`config.mk`:
```
export PLATFORM = sky130hd
export DESIGN_NAME = sense_barrier
export DESIGN_NICKNAME = d
export VERILOG_FILES = /design/src/rtl/barrier_pkg.sv /design/src/rtl/barrier_lane.sv /design/src/rtl/barrier_tally.sv /design/src/rtl/sense_barrier.sv
export SDC_FILE = /design/constraint.sdc
export NUM_CORES = 1
export LEC_CHECK = 0
export BUFFER_PORTS_ARGS = -buffer_cell sky130_fd_sc_hd__buf_4
export CORE_MARGIN = 4
export CORE_UTILIZATION = 30
export DETAILED_ROUTE_END_ITERATION = 8
export PLACE_DENSITY = 0.52
export SETUP_SLACK_MARGIN = 0.1
export SYNTH_ARGS = -nofsm -noshare
export SYNTH_HDL_FRONTEND = slang
export SYNTH_HIERARCHICAL = 1
export SYNTH_SLANG_ARGS = --single-unit
```
`constraint.sdc`:
```
create_clock -name clk -period 6.45 [get_ports clk]
set_clock_uncertainty 0.05 [all_clocks]
set_input_delay 0.645 -clock clk [delete_from_list [all_inputs] [get_ports clk]]
set_output_delay 0.645 -clock clk [all_outputs]
set_load 0.01 [all_outputs]
```
`src/rtl/barrier_pkg.sv`:
```
package barrier_pkg;

  // width able to hold values 0..n
  function automatic int unsigned cnt_width(input int unsigned n);
    return (n < 1) ? 1 : $clog2(n + 1);
  endfunction

  // width able to hold a running count below n plus up to n new arrivals
  function automatic int unsigned sum_width(input int unsigned n);
    return (n < 1) ? 1 : $clog2(2 * n);
  endfunction

endpackage

```
`src/rtl/barrier_lane.sv`:
```
module barrier_lane (
  input  logic clk,
  input  logic rst_n,
  input  logic arrive_i,
  input  logic active_i,
  input  logic gsense_i,
  input  logic flip_i,
  output logic accept_o,
  output logic pass_o
);

  logic lsense_q;
  logic lsense_d;
  logic waiting;

  assign waiting  = lsense_q ^ gsense_i;
  assign accept_o = arrive_i & active_i & ~waiting;
  assign pass_o   = active_i & ~waiting;

  // inactive lanes shadow the next global sense so they re-enter released
  always_comb begin
    if (active_i) lsense_d = lsense_q ^ accept_o;
    else          lsense_d = gsense_i ^ flip_i;
  end

  always_ff @(posedge clk or negedge rst_n) begin
    if (!rst_n) lsense_q <= 1'b0;
    else        lsense_q <= lsense_d;
  end

  AST_WAIT_HOLDS: assert property (@(posedge clk) disable iff (!rst_n)
    (active_i && !pass_o && !flip_i) |=> !pass_o);

  AST_LAST_KEEPS_PASS: assert property (@(posedge clk) disable iff (!rst_n)
    (accept_o && flip_i) |=> (pass_o || !active_i));

  AST_DROP_NEEDS_ARRIVE: assert property (@(posedge clk) disable iff (!rst_n)
    (active_i && $past(active_i) && $fell(pass_o)) |-> $past(arrive_i));

endmodule

```
`src/rtl/barrier_tally.sv`:
```
module barrier_tally #(
  parameter int unsigned N_LANES = 4,
  parameter int unsigned CNT_W   = barrier_pkg::cnt_width(N_LANES),
  parameter int unsigned SUM_W   = barrier_pkg::sum_width(N_LANES)
) (
  input  logic               clk,
  input  logic               rst_n,
  input  logic [N_LANES-1:0] accept_i,
  input  logic [CNT_W-1:0]   group_size_i,
  output logic               gsense_o,
  output logic               flip_o
);

  logic [CNT_W-1:0] count_q;
  logic [CNT_W-1:0] count_d;
  logic [SUM_W-1:0] taken;
  logic [SUM_W-1:0] sum;

  always_comb begin
    taken = '0;
    for (int i = 0; i < int'(N_LANES); i++) taken = taken + SUM_W'(accept_i[i]);
  end

  assign sum     = SUM_W'(count_q) + taken;
  assign flip_o  = (|accept_i) && (sum >= SUM_W'(group_size_i));
  assign count_d = flip_o ? '0 : CNT_W'(sum);

  always_ff @(posedge clk or negedge rst_n) begin
    if (!rst_n) begin
      count_q  <= '0;
      gsense_o <= 1'b0;
    end else begin
      count_q  <= count_d;
      gsense_o <= gsense_o ^ flip_o;
    end
  end

  AST_COUNT_UNDER_SIZE: assert property (@(posedge clk) disable iff (!rst_n)
    (group_size_i != '0 && $stable(group_size_i)) |-> (count_q < group_size_i));

  AST_TOGGLE_EMPTIES: assert property (@(posedge clk) disable iff (!rst_n)
    (gsense_o != $past(gsense_o)) |-> (count_q == '0));

endmodule

```
`src/rtl/sense_barrier.sv`:
```
module sense_barrier #(
  parameter int unsigned N_LANES = 4,
  localparam int unsigned CNT_W  = barrier_pkg::cnt_width(N_LANES)
) (
  input  logic               clk,
  input  logic               rst_n,
  input  logic [N_LANES-1:0] arrive_i,
  input  logic [CNT_W-1:0]   group_size_i,
  output logic [N_LANES-1:0] pass_o
);

  logic [N_LANES-1:0] active;
  logic [N_LANES-1:0] accept;
  logic               gsense;
  logic               flip;

  generate
    for (genvar g = 0; g < int'(N_LANES); g++) begin : g_lane
      assign active[g] = (CNT_W'(g) < group_size_i);
      barrier_lane u_lane (
        .clk      (clk),
        .rst_n    (rst_n),
        .arrive_i (arrive_i[g]),
        .active_i (active[g]),
        .gsense_i (gsense),
        .flip_i   (flip),
        .accept_o (accept[g]),
        .pass_o   (pass_o[g])
      );
    end
  endgenerate

  barrier_tally #(.N_LANES(N_LANES)) u_tally (
    .clk          (clk),
    .rst_n        (rst_n),
    .accept_i     (accept),
    .group_size_i (group_size_i),
    .gsense_o     (gsense),
    .flip_o       (flip)
  );

  AST_ALL_PASS_ON_TOGGLE: assert property (@(posedge clk) disable iff (!rst_n)
    ($stable(group_size_i) && gsense != $past(gsense)) |-> (pass_o == active));

endmodule

```
After elaboration in Yosys (flattened, before gate mapping)

Index checks and enable logic that the tools add are counted.
W data, S select, Z words.

Flip-flop bits (word level): 8
Output and inout bits: 4
Bits of input ports: 9
Word-level logic and storage cells: 47

Multiplexer cells: 5
Magnitude comparators: 5
Bitwise gates (word level): 25
Reduce and logical (&&, ||, !) cells: 2
Add/subtract/negate cells: 4

Operators with widths:

| operator             | number |
|---|---|
| $and A1 B1 Y1        | 12 |
| $xor A1 B1 Y1        | 9 |
| $add A3 B1 Y3        | 2 |
| $lt A1 B3 Y1 const A | 2 |
| $lt A2 B3 Y1 const A | 2 |
| $mux W1              | 4 |
| $not A1 Y1           | 4 |
| $reduce_or A4 Y1     | 1 |
| $add A3 B3 Y3        | 1 |
| $ge A3 B3 Y1         | 1 |
| $mux W3              | 1 |
| $add A1 B1 Y2        | 1 |
| $logic_and A1 B1 Y1  | 1 |

Longest topological paths before layout

Depth after elaboration: 11
Mapped depth: 15
Mapped depth without buffers: 15

Modules after synthesis

Netlist, hierarchy kept.

Modules (own cells, without submodules):

| module        | seq. area each (µm²) | area each (µm²) | instances | cells each |
|---|---|---|---|---|
| barrier_tally | 100.1                | 321.6           | 1         | 30 |
| barrier_lane  | 25.0                 | 77.6            | 4         | 9 |
| sense_barrier | 0.0                  | 21.3            | 1         | 3 |

Worst setup path before layout

OpenSTA, ideal clock, no wires.

Path kind: input-to-reg
Start point: in group_size_i[2]
End point: reg (tool-made name)
Data arrival time: 3.544 ns
Required time: 6.277 ns
Buffers on the path: 0
Setup time: 0.123 ns
Stages on the path: 15
Slack: 2.733 ns
Cells stage by stage: or3_1 and3_1 fa_1 inv_1 fa_1 inv_1 fa_1 xnor2_1 inv_1 ha_1 a21oi_1 a22oi_4 xor2_1 nor2_1 a21oi_1

RTL lines:

| item               | RTL line           | source |
|---|---|---|
| start: declaration | sense_barrier.sv:8 | `input logic [CNT_W-1:0] group_size_i,` |

==> run_results.csv <==
group,metric,value,unit
setup_path,start_kind,"input pin",
setup_path,cp_slowest_cell,"fa_1",
sta,grt_setup_unrepaired,"no",
placement,portBuffers,12,
power_and_ir_drop,intPower,266.9,µW
detailed_routing,drt-initial-drc-count,14,
die,start_util,32.30,%
die,core_area,2022,µm²
detailed_routing,drc,0,
clock_tree,clock_latency,0.25,ns
placement,gp_congestion,0.7910,
run_status,status,"finished, final reports clean",
worst_hold_path,worstHoldPathType,"input pin to async pin",
setup_path,r2r_cells,13,
clock_tree,cts_buffers,3,
setup_path,crit_top_cell,"fa_1",
logic_synthesis,ys_types,18,
logic_synthesis,avgSynthCellArea,9.466,µm²
clock_tree,cts_tree,"done",
layout,drive_above_1_share,21.43,%
logic_synthesis,synth_top_cell_by_area,"dfrtp_1",
logic_synthesis,synth_edf_count,0,
setup_path,timing.rr.start,"u_tally/gsense_o$_DFF_PN0_",
placement,dp_hpwl,977.1,µm
setup_path,path_class,"input pin to flop",
logic_synthesis,async_reset_ff_share,100.0,%
sta,fin_crit_sh,59.13,%
setup_path,path_cells,"buf_4, or3_1, and3_1, fa_1, inv_1, fa_1, inv_1, fa_1, ha_1, nand3_2, a22oi_4, xor2_1, nor2_1, a21oi_1",
clock_tree,clock-sinks,8,
power_and_ir_drop,p_leak,0.0004215,µW
placement,pre_cts_ws,2.348,ns
sta,tns,0,ns
global_route,grt_pass1_wl,2035,µm
sta,setup_slack,2.636,ns
global_route,track_usage,10.30,%
detailed_routing,firstDrtPassIters,3,
die,chipHeight,54.66,µm
layout,syn_to_final_growth,22.41,%
sta,slew_viol_final,0,
setup_path,max_stage_delay,0.54,ns
sta,relSlewSlack,63.66,%
setup_path,cp.arrival,3.94,ns
clock_tree,clockBufferDepth,2,
logic_synthesis,yosys_warnings,6,
power_and_ir_drop,swShare,44.38,%
logic_synthesis,synth_fp_nets,85,
flow_run,drv_cap,0,
power_and_ir_drop,seqPwrFrac,22.1,%
sta,report.final.setup_viol,0,
logic_synthesis,synth_top_flop_cell,"dfrtp_1",
setup_path,worst_setup_path_end_kind,"flop",
logic_synthesis,ys_seq_area_share,30.65,%
layout,fin_cells,111,
detailed_routing,vias,468,
logic_synthesis,synth_commonest_cells,"inv_1 (13), dfrtp_1 (8), nor2_1 (7)",
clock_tree,postCtsSetupBuffers,0,
clock_tree,clk_pin_slew_worst_paths,0.06,ns
power_and_ir_drop,p_per_area,600.2,nW/µm²
global_route,grt_overflow,0,
logic_synthesis,yosysMostFrequentCell,"inv_1",
detailed_routing,wl,1240,µm
clock_tree,htreeDepth,1,
setup_path,path_max_fanout,8,
layout,nNetsFinal,102,
logic_synthesis,synth_cells,69,
global_route,grt_pass1_vias,423,
detailed_routing,wl_per_cell,11.17,µm
die,num_rows,16,
sta,clock.fmax,262.2,MHz
setup_path,cp.required,6.58,ns
clock_tree,ctsHoldBuffers,0,
global_route,grt_max_degree,14,
sta,finalCriticalPeriod,3.814,ns
sta,worstMarginPinSlew,0.5451,ns
placement,dp_cells,108,
global_route,antenna_found_initial,0,
sta,whs,0.1500,ns
power_and_ir_drop,finalPower,479.9,µW
power_and_ir_drop,power.switching,213.0,µW
layout,n_antenna_cell,0,
sta,hold_violations,0,
power_and_ir_drop,power.share.clock,8.3,%
detailed_routing,vias_per_cell,4.216,
die,die_w,54.66,µm
die,dieArea,2988,µm²
die,io_pins,13,
detailed_routing,ant_nets,0,
layout,nFillCells,210,
clock_tree,root_buffer,"clkbuf_4",
power_and_ir_drop,peakVddDrop,0.0002822,V
setup_path,crit_path_start,"group_size_i[2]",
power_and_ir_drop,pwr-share-comb,69.6,%
logic_synthesis,synth_top_area_share,30.65,%
logic_synthesis,synthTopCellsByArea,"dfrtp_1 (31%), fa_1 (9.2%), ha_1 (7.7%)",
logic_synthesis,syn_area,653.1,µm²
logic_synthesis,synth_seq_cells,8,
clock_tree,cts.repair.resized,0,
power by group through the flow:
| stage | Sequential (µW) | Combinational [µW] | Clock (µW) |
|---|---|---|---|
| 6_report | 106 | 334 | 39.8 |
| 5_1_grt | 111 | 381 | 44.5 |
| 4_1_cts | 108 | 339 | 43.0 |
| 3_5_place_dp | 109 | 337 | 0 |
| 3_3_place_gp | 108 | 333 | 0 |
| 2_1_floorplan | 102 | 263 | 0 |
cell families after synthesis:
| logic type | synth area share (%) |
|---|---|
| compound gates | 8.429 |
| fa+ha+maj | 16.86 |
| flops | 30.65 |
| simple gates | 17.05 |
| mux | 6.131 |
| buf+inv | 7.472 |
| xor+xnor | 13.41 |
routing by layer:
layer,track usage (%),up-vias,part of all wire [%],routed length [µm]
li1,-,246,-,-
met1,14.59,211,52,648
met2,13.78,9,41,514
met3,4.905,2,5.6,69
met4,2.490,0,0.65,8
met5,0,-,0,0
worst max-delay path, delay by kind of cell:
family,cells,cell delay (ns)
adders and majority gates,4,1.64
and+or+nand+nor,4,0.74
AOI/OAI and AO/OA,2,0.46
buffers and inverters,3,0.27
xor gates and xnor gates,1,0.18
final timing paths:
| check | to | slack, ns |
|---|---|---|
| min in group clk | u_tally/count_q[2]$_DFF_PN0_ | 0.51 |
| setup / recovery | flop | 2.64 |
| max in group asynchronous | async pin | 6.07 |
| setup reg to reg | flop | 2.70 |
| hold / removal | async pin | 0.15 |
| hold reg to reg | u_tally/count_q[2]$_DFF_PN0_ | 0.51 |
through the flow:
stage,area [µm²],util [%]
floorplan,653.1,-
detailed placement,777.0,38.43
finish,799.5,39.54
global placement,777.0,38.43
global route,799.5,39.54
CTS,799.5,39.54
layout by cell type, fill, tap and decap left out, types with 3 or more instances in the layout:
cell type / Yosys / layout
fa_1: 3 / 3
clkbuf_4: 0 / 3
xor2_1: 5 / 5
ha_1: 4 / 4
xnor2_1: 5 / 5
and2_1: 4 / 4
inv_1: 13 / 13
and3_1: 4 / 4
dfrtp_1: 8 / 8
buf_4: 0 / 12
nor2_1: 7 / 7
a21oi_1: 5 / 5
mux2i_1: 4 / 4
layout make-up:
type | instances | area (µm²) | share of cell area, %
tap | 27 | 33.78 | 4.225
multi-input combinational | 48 | 404.1 | 50.55
inverter | 13 | 48.80 | 6.103
timing repair buffer | 12 | 90.09 | 11.27
sequential | 8 | 200.2 | 25.04
clock buffer | 3 | 22.52 | 2.817
Power figures use the tool's default switching activity.
